==> config.mk <==
export PLATFORM = sky130hd
export DESIGN_NAME = sample_deassembler
export DESIGN_NICKNAME = d
export VERILOG_FILES = /design/src/rtl/deasm_pkg.sv /design/src/rtl/deasm_fsm.sv /design/src/rtl/deasm_split.sv /design/src/rtl/deasm_discard.sv /design/src/rtl/sample_deassembler.sv
export SDC_FILE = /design/constraint.sdc
export NUM_CORES = 1
export LEC_CHECK = 0
export BUFFER_PORTS_ARGS = -buffer_cell sky130_fd_sc_hd__buf_4
export CELL_PAD_IN_SITES_DETAIL_PLACEMENT = 0
export CELL_PAD_IN_SITES_GLOBAL_PLACEMENT = 2
export CORE_MARGIN = 3
export CORE_UTILIZATION = 30
export CTS_BUF_LIST = sky130_fd_sc_hd__clkbuf_16
export CTS_CLUSTER_SIZE = 16
export DETAILED_ROUTE_END_ITERATION = 8
export PLACE_DENSITY = 0.76
export SYNTH_ARGS = -nofsm -noshare
export SYNTH_HDL_FRONTEND = slang
export SYNTH_SLANG_ARGS = --single-unit
==> constraint.sdc <==
create_clock -name clk -period 1.6 [get_ports clk]
set_input_delay 0.32 -clock clk [delete_from_list [all_inputs] [get_ports clk]]
set_output_delay 0.32 -clock clk [all_outputs]
set_load 0.01 [all_outputs]
==> src/rtl/deasm_pkg.sv <==
`timescale 1ns/1ps
package deasm_pkg;

    typedef enum logic [1:0] {
        ST_RESET = 2'd0,
        ST_IDLE  = 2'd1,
        ST_LOW   = 2'd2,
        ST_HIGH  = 2'd3
    } deasm_state_e;

endpackage

==> src/rtl/deasm_fsm.sv <==
`timescale 1ns/1ps
module deasm_fsm
    import deasm_pkg::*;
(
    input  logic         clk,
    input  logic         rst_n,
    input  logic         lnk_valid,
    input  logic         dn_ready,
    output deasm_state_e state,
    output logic         lnk_ready,
    output logic         out_valid,
    output logic         sel_high,
    output logic         load,
    output logic         start,
    output logic         advance,
    output logic         drop
);

    deasm_state_e state_q;
    deasm_state_e state_d;
    logic         stall;

    // state register
    always_ff @(posedge clk or negedge rst_n) begin
        if (!rst_n) begin
            state_q <= ST_RESET;
        end else begin
            state_q <= state_d;
        end
    end

    // next-state logic
    always_comb begin
        state_d = state_q;
        unique case (state_q)
            ST_RESET: state_d = ST_IDLE;
            ST_IDLE:  if (lnk_valid) state_d = ST_LOW;
            ST_LOW: begin
                if (!stall) state_d = lnk_valid ? ST_HIGH : ST_IDLE;
            end
            ST_HIGH: begin
                if (!stall) state_d = lnk_valid ? ST_LOW : ST_IDLE;
            end
            default:  state_d = ST_RESET;
        endcase
    end

    // outputs
    always_comb begin
        out_valid = (state_q == ST_LOW) || (state_q == ST_HIGH);
        sel_high  = (state_q == ST_HIGH);
        stall     = out_valid && !dn_ready;
        lnk_ready = (state_q != ST_RESET) && !stall;
        advance   = lnk_ready && lnk_valid;
        drop      = lnk_ready && !lnk_valid && out_valid;
        start     = advance && (state_q == ST_IDLE);
        load      = advance && (state_q != ST_LOW);
    end

    assign state = state_q;

endmodule

==> src/rtl/deasm_split.sv <==
`timescale 1ns/1ps
module deasm_split #(
    parameter int LINK_W = 32,
    parameter int CONT_W = 16,
    parameter int SMP_W  = 12
) (
    input  logic                     clk,
    input  logic                     rst_n,
    input  logic                     load,
    input  logic                     sel_high,
    input  logic [LINK_W-1:0]        lnk_data,
    output logic [SMP_W-1:0]         smp_data,
    output logic [CONT_W-SMP_W-1:0]  smp_tail
);

    localparam int N_CONT = LINK_W / CONT_W;
    localparam int TAIL_W = CONT_W - SMP_W;

    logic [LINK_W-1:0] word_q;
    logic [CONT_W-1:0] cont [N_CONT];
    logic [CONT_W-1:0] chosen;

    always_ff @(posedge clk or negedge rst_n) begin
        if (!rst_n) begin
            word_q <= '0;
        end else if (load) begin
            word_q <= lnk_data;
        end
    end

    for (genvar g = 0; g < N_CONT; g++) begin : g_cont
        assign cont[g] = word_q[g*CONT_W +: CONT_W];
    end

    assign chosen   = sel_high ? cont[1] : cont[0];
    assign smp_data = chosen[CONT_W-1 -: SMP_W];
    assign smp_tail = chosen[TAIL_W-1:0];

endmodule

==> src/rtl/deasm_discard.sv <==
`timescale 1ns/1ps
module deasm_discard #(
    parameter int N_DISC = 4
) (
    input  logic clk,
    input  logic rst_n,
    input  logic start,
    input  logic advance,
    input  logic drop,
    input  logic scr_en,
    output logic discard
);

    localparam int CNT_W = $clog2(N_DISC + 1);

    logic [CNT_W-1:0] cnt_q;
    logic             flag_q;

    always_ff @(posedge clk or negedge rst_n) begin
        if (!rst_n) begin
            cnt_q  <= '0;
            flag_q <= 1'b0;
        end else if (start) begin
            cnt_q  <= CNT_W'(1);
            flag_q <= scr_en;
        end else if (advance) begin
            flag_q <= scr_en && (cnt_q < CNT_W'(N_DISC));
            if (cnt_q < CNT_W'(N_DISC)) cnt_q <= cnt_q + 1'b1;
        end else if (drop) begin
            flag_q <= 1'b0;
        end
    end

    assign discard = flag_q;

endmodule

==> src/rtl/sample_deassembler.sv <==
`timescale 1ns/1ps
module sample_deassembler
    import deasm_pkg::*;
#(
    parameter int LINK_W = 32,
    parameter int CONT_W = 16,
    parameter int SMP_W  = 12,
    parameter int N_DISC = 4
) (
    input  logic              clk,
    input  logic              rst_n,
    input  logic              scr_en,
    input  logic              lnk_valid,
    input  logic [LINK_W-1:0] lnk_data,
    output logic              lnk_ready,
    input  logic              dn_ready,
    output logic              smp_valid,
    output logic [SMP_W-1:0]  smp_data,
    output logic [CONT_W-SMP_W-1:0] smp_tail,
    output logic              smp_ctrl,
    output logic              smp_discard
);

    deasm_state_e state;
    logic sel_high;
    logic load;
    logic start;
    logic advance;
    logic drop;

    deasm_fsm u_fsm (
        .clk       (clk),
        .rst_n     (rst_n),
        .lnk_valid (lnk_valid),
        .dn_ready  (dn_ready),
        .state     (state),
        .lnk_ready (lnk_ready),
        .out_valid (smp_valid),
        .sel_high  (sel_high),
        .load      (load),
        .start     (start),
        .advance   (advance),
        .drop      (drop)
    );

    deasm_split #(
        .LINK_W (LINK_W),
        .CONT_W (CONT_W),
        .SMP_W  (SMP_W)
    ) u_split (
        .clk      (clk),
        .rst_n    (rst_n),
        .load     (load),
        .sel_high (sel_high),
        .lnk_data (lnk_data),
        .smp_data (smp_data),
        .smp_tail (smp_tail)
    );

    deasm_discard #(
        .N_DISC (N_DISC)
    ) u_disc (
        .clk     (clk),
        .rst_n   (rst_n),
        .start   (start),
        .advance (advance),
        .drop    (drop),
        .scr_en  (scr_en),
        .discard (smp_discard)
    );

    assign smp_ctrl = smp_tail[0];

endmodule

**After elaboration in Yosys (flattened, before gate mapping)**

Cells that the tools add are included.

- Flip-flop bits (word level): 38
- Latch bits: 0
- Memory bits (writable): 0
- Bits in read-only memories: 0
- Input port bits: 37
- Output and inout port bits: 20
- Word-level logic and storage cells: 45
- Memories kept: 0

- Add/sub/neg operators: 1
- Multiply operators: 0
- Div/mod/pow operators: 0
- Order comparisons: 1
- Equality and inequality tests: 7
- Shifts and indexed selects: 0
- Mux-type cells: 13
- Bitwise gates (word level): 0
- Reductions and logical operators: 19

Operators by type and width:

| operator | count |
|---|---|
| 16-bit two-way mux | 1 |
| 2-bit two-way mux | 5 |
| 3-bit two-way mux | 3 |
| 1-bit logical AND | 8 |
| 2-bit != test, second input constant | 4 |
| 2-bit one-hot mux with 4 select lines | 1 |
| 2-bit nonzero test | 3 |
| 2-bit == test, second input constant | 2 |
| 3-bit by 1-bit adder with 3-bit output, second input constant | 1 |
| 1-bit zero test | 3 |
| 3-bit < comparator, second input constant | 1 |
| 1-bit two-way mux | 3 |
| 3-bit AND reduction | 1 |
| 3-bit nonzero test | 1 |
| 2-bit by 1-bit == test with 1-bit output, second input constant | 1 |
| 2-bit zero test | 1 |
| 2-bit AND reduction | 1 |
| 1-bit logical OR | 1 |

**Logic depth before layout (Yosys ltp)**

- Word-level depth: 10
- Gate-level depth with buffers: 4
- Depth with buffers taken out: 3

**Cells and area by module**

Synthesis repeated with hierarchy kept, for this count alone.

- Cell total of the unflattened synthesis: 119
- Area total of the unflattened synthesis: 1918.1 um^2

Modules (own cells, without submodules):

| module | instances | cells an instance | area an instance (um^2) | seq. area each (um^2) |
|---|---|---|---|---|
| deasm_split | 1 | 86 | 1594.0 | 800.8 |
| deasm_discard | 1 | 15 | 181.4 | 100.1 |
| deasm_fsm | 1 | 17 | 135.1 | 50.0 |
| sample_deassembler | 1 | 1 | 7.5 | 0.0 |

**Least setup slack after synthesis**

No wires, ideal clock.

- Path kind: register to output
- Start point: register u_fsm.state_q[1], in the netlist u_fsm.state[1]
- End point: output port smp_tail[0]
- Arrival: 1171 ps
- Required time: 1280 ps
- Slack: 109 ps
- Stages on the path, launching flop included: 5
- Buffers on the path: 2
- Cells stage by stage: dfrtp_1 > buf_4 > nand2_2 > mux2_2 > buf_4

- Cells in the longest elaborated chain, start to end: 2

RTL lines:

| what | RTL line | source |
|---|---|---|
| start, declared | deasm_fsm.sv:19 | `deasm_state_e state_q;` |
| start signal, assigned | deasm_fsm.sv:28 | `state_q <= state_d;` |
| 2-bit == test | deasm_fsm.sv:51 | `sel_high = (state_q == ST_HIGH);` |
| 16-bit two-way mux | deasm_split.sv:35 | `assign chosen = sel_high ? cont[1] : cont[0];` |
| end, declared | sample_deassembler.sv:19 | `output logic [CONT_W-SMP_W-1:0] smp_tail,` |

Every way passes these cells.

**Worst setup path in the final report**

- Start point: register u_fsm.state_q[1], in the netlist u_fsm.state[1]
- End point: output port smp_ctrl

- Cells in the longest elaborated chain, start to end: 2

RTL lines:

| what | RTL line | source |
|---|---|---|
| 2-bit == test | deasm_fsm.sv:51 |  |
| 16-bit two-way mux | deasm_split.sv:35 |  |
| end, declared | sample_deassembler.sv:20 | `output logic smp_ctrl,` |

Every way passes these cells.

==> impl_metrics.tcl <==
set metrics [dict create \
    cts-buffers-inserted 5 \
    clock-sinks 38 \
    finalCritPeriodShare_pct 108 \
    synth-simple-area-share_pct 4.52 \
    clk_path_buf_depth 2 \
    ys_seq_area_share_pct 52.1 \
    grtUsageTotal_pct 12.3 \
    rr_worst_depth 5 \
    insertedDiodeCount 0 \
    start_util_pct 32.0 \
    boundaryPins 57 \
    synth_cell_types 23 \
    route.detailed.drc 0 \
    tritoncts "done" \
    syn-cell-area_sq_mm 0.00183 \
    synth-adder-area-share_pct 0.685 \
    final_critical_path_setup_slack_ps -121 \
    fin_cells 254 \
    dp_cells 245 \
    cp_max_fo 6 \
    grt_pass1_wl_um 6770 \
    dr_total_vias 1131 \
    drive_above_1_share_pct 66.5 \
    synth-xor-area-share_pct 0.479 \
    tightestPinTransition_ps 477 \
    final_core_util_pct 46.2 \
    dr.pass1.iters 4 \
    overflow 0 \
    status "finished with violations" \
    vias_per_cell 4.45 \
    max-cap-violations 0 \
    dieWidth_um 84.0 \
    violations "setup timing" \
    final.setup_skew_ps 2.18 \
    synth_compound_area_share_pct 2.19 \
    min_path_type "in2async" \
    synthMuxAreaShare_pct 34.8 \
    drtAntennaViolNets 0 \
    r2r-start "u_fsm.state[1]" \
    critPathRequiredTime_ps 1280 \
    criticalPathCategory "reg2out" \
    rows 27 \
    grt_start_max_net_pins 39 \
    avgRoutedWirePerCell_um 15.7 \
    final_cell_mix "41 x buf_4, 38 x dfrtp_1, 36 x mux2_4" \
    arrival_ps 1400 \
    antenna_found_initial 0 \
    cts_root_buf "clkbuf_16" \
    portBuffers 56 \
    ctsHoldBuffers 0 \
    reg2reg_slack_ps 100 \
    dieArea_sq_mm 0.00706 \
    synth_top_family_by_area "multiplexers" \
    hold_viol_final 0 \
    finalNetCount 219 \
    totalWireLength_um 3990 \
    insertion_delay_ps 280 \
    rsz0062_at_grt "true" \
    worst_setup_path_end_kind "output port" \
    peakVddDrop_v 0.000635 \
    area_delta_synth_final_pct 44.2 \
    fin_hold_ws_ps 5.53 \
    gp_congestion 0.741 \
    r2r-end "u_split.word_q[18]" \
    avgSynthCellArea_sq_um 15.5 \
    first_global_vias 1341 \
    clk_pin_slew_ps 50 \
    syn_inst 118 \
    fmax_mhz 581 \
    maxSlewViolCount 0 \
    worst_setup_path_start_kind "flip-flop" \
    setup_viol_count_final 17 \
    syn_nets 156 \
    layout_commonest_cell "buf_4" \
    drtIter0Drc 17 \
    hpwl_um 2850 \
    cts_max_level 2 \
    synth_seq_cells 38 \
    tns_ps -1770 \
    p_per_area_mw_per_mm2 1550 \
    core-area_sq_mm 0.00571 \
    period_minus_slack_ps 1720 \
    die_y_um 84.0 \
    timing.max_slew.rel_slack_pct 68.2 \
    yosysWarnings 0 \
    leakagePower_nw 1.28 \
]
-- registers in the layout, summed over array words and instances, names as in the netlist --
signal	flops
u_disc.cnt_q	3
u_disc.discard	1
u_fsm.state	2
u_split.word_q	32
-- synthesized netlist by cell type --
cell       n  area share, %
nor2b_4    1           0.75
nand4b_1   1           0.48
o221ai_1   1           0.48
clkbuf_1   1           0.21
buf_8      1           0.82
mux2i_1    2            1.1
nand2_4    1           0.62
xor2_1     1           0.48
inv_1      3           0.62
o21ai_0    3           0.82
mux2_2    28             17
nor2_8     1            1.1
a21oi_1    2           0.55
nor2_1     3           0.62
nand2_2    1           0.34
mux2_4    20             16
dfrtp_1   38             52
ha_1       1           0.68
a31oi_1    1           0.34
buf_4      2           0.82
buf_12     2            2.2
nand2_1    3           0.62
buf_6      1           0.62
-- cells by family (layout without fill, tap and decap cells) --
group / after synthesis / after routing
XOR/XNOR: 1 / 1
flip-flops: 38 / 38
adder cells (fa/ha/maj): 1 / 1
AO/OA/AOI/OAI: 7 / 7
buffers and inverters: 10 / 74
AND/OR/NAND/NOR: 11 / 11
multiplexers: 50 / 50
-- critical path: stages (launching register included) --
cell and delay, ps:
dfrtp_1 400, nand2_4 140, buf_12 140, mux2_4 320, buf_6 120
-- area by class of cell --
type / instances / area [sq um]
tap: 72 / 90.1
clock buffer: 5 / 125
sequential: 38 / 951
clock inverter: 3 / 11.3
timing repair buffer: 63 / 598
inverter: 3 / 11.3
fill: 506 / 3070
multi-input combinational: 70 / 848
-- what timing repair did --
action	4_1_cts	5_1_grt
buffers inserted	1	0
cloned	1	0
resized for setup	37	1
pin swaps	1	0
endpoints found under the setup margin	17	18
-- power breakdown --
| group | switching [mW] | internal (mW) | total, mW | leakage, nW |
|---|---|---|---|---|
| Combinational | 0.593 | 1.14 | 1.74 | 0.773 |
| Sequential | 0.186 | 1.26 | 1.45 | 0.445 |
| Clock | 0.348 | 0.560 | 0.908 | 0.0663 |
-- layer usage --
metal	vias to the layer above	share of wire [%]	GRT usage, %
met4	0	0.95	2.63
met5	-	0	0
met3	6	8.8	6.22
li1	536	-	-
met1	552	43	15.7
met2	37	47	18.6
-- how the worst max path moves through the flow --
| stage | startpoint | to | slack, ps | cells past startpoint |
|---|---|---|---|---|
| after floorplan | u_fsm.state[1] | smp_tail[0] | 110 | 4 |
| after global placement | u_fsm.state[1] | smp_ctrl | 180 | 4 |
| after detailed placement | u_fsm.state[1] | smp_ctrl | 160 | 4 |
| after CTS | u_fsm.state[1] | smp_ctrl | -130 | 4 |
| after global routing | u_fsm.state[1] | smp_tail[0] | -160 | 4 |
| final | u_fsm.state[1] | smp_ctrl | -120 | 4 |
-- metrics by stage --
step | worst slack [ps] | cell area [sq um] | total power [mW]
global route | -159 | 2640 | 4.35
CTS | -129 | 2640 | 4.17
detailed placement | 158 | 2330 | 2.87
floorplan | 109 | 1830 | 2.30
finish | -121 | 2640 | 4.09
global placement | 176 | 2330 | 2.81
No activity file was read; power rests on OpenSTA's default activity.
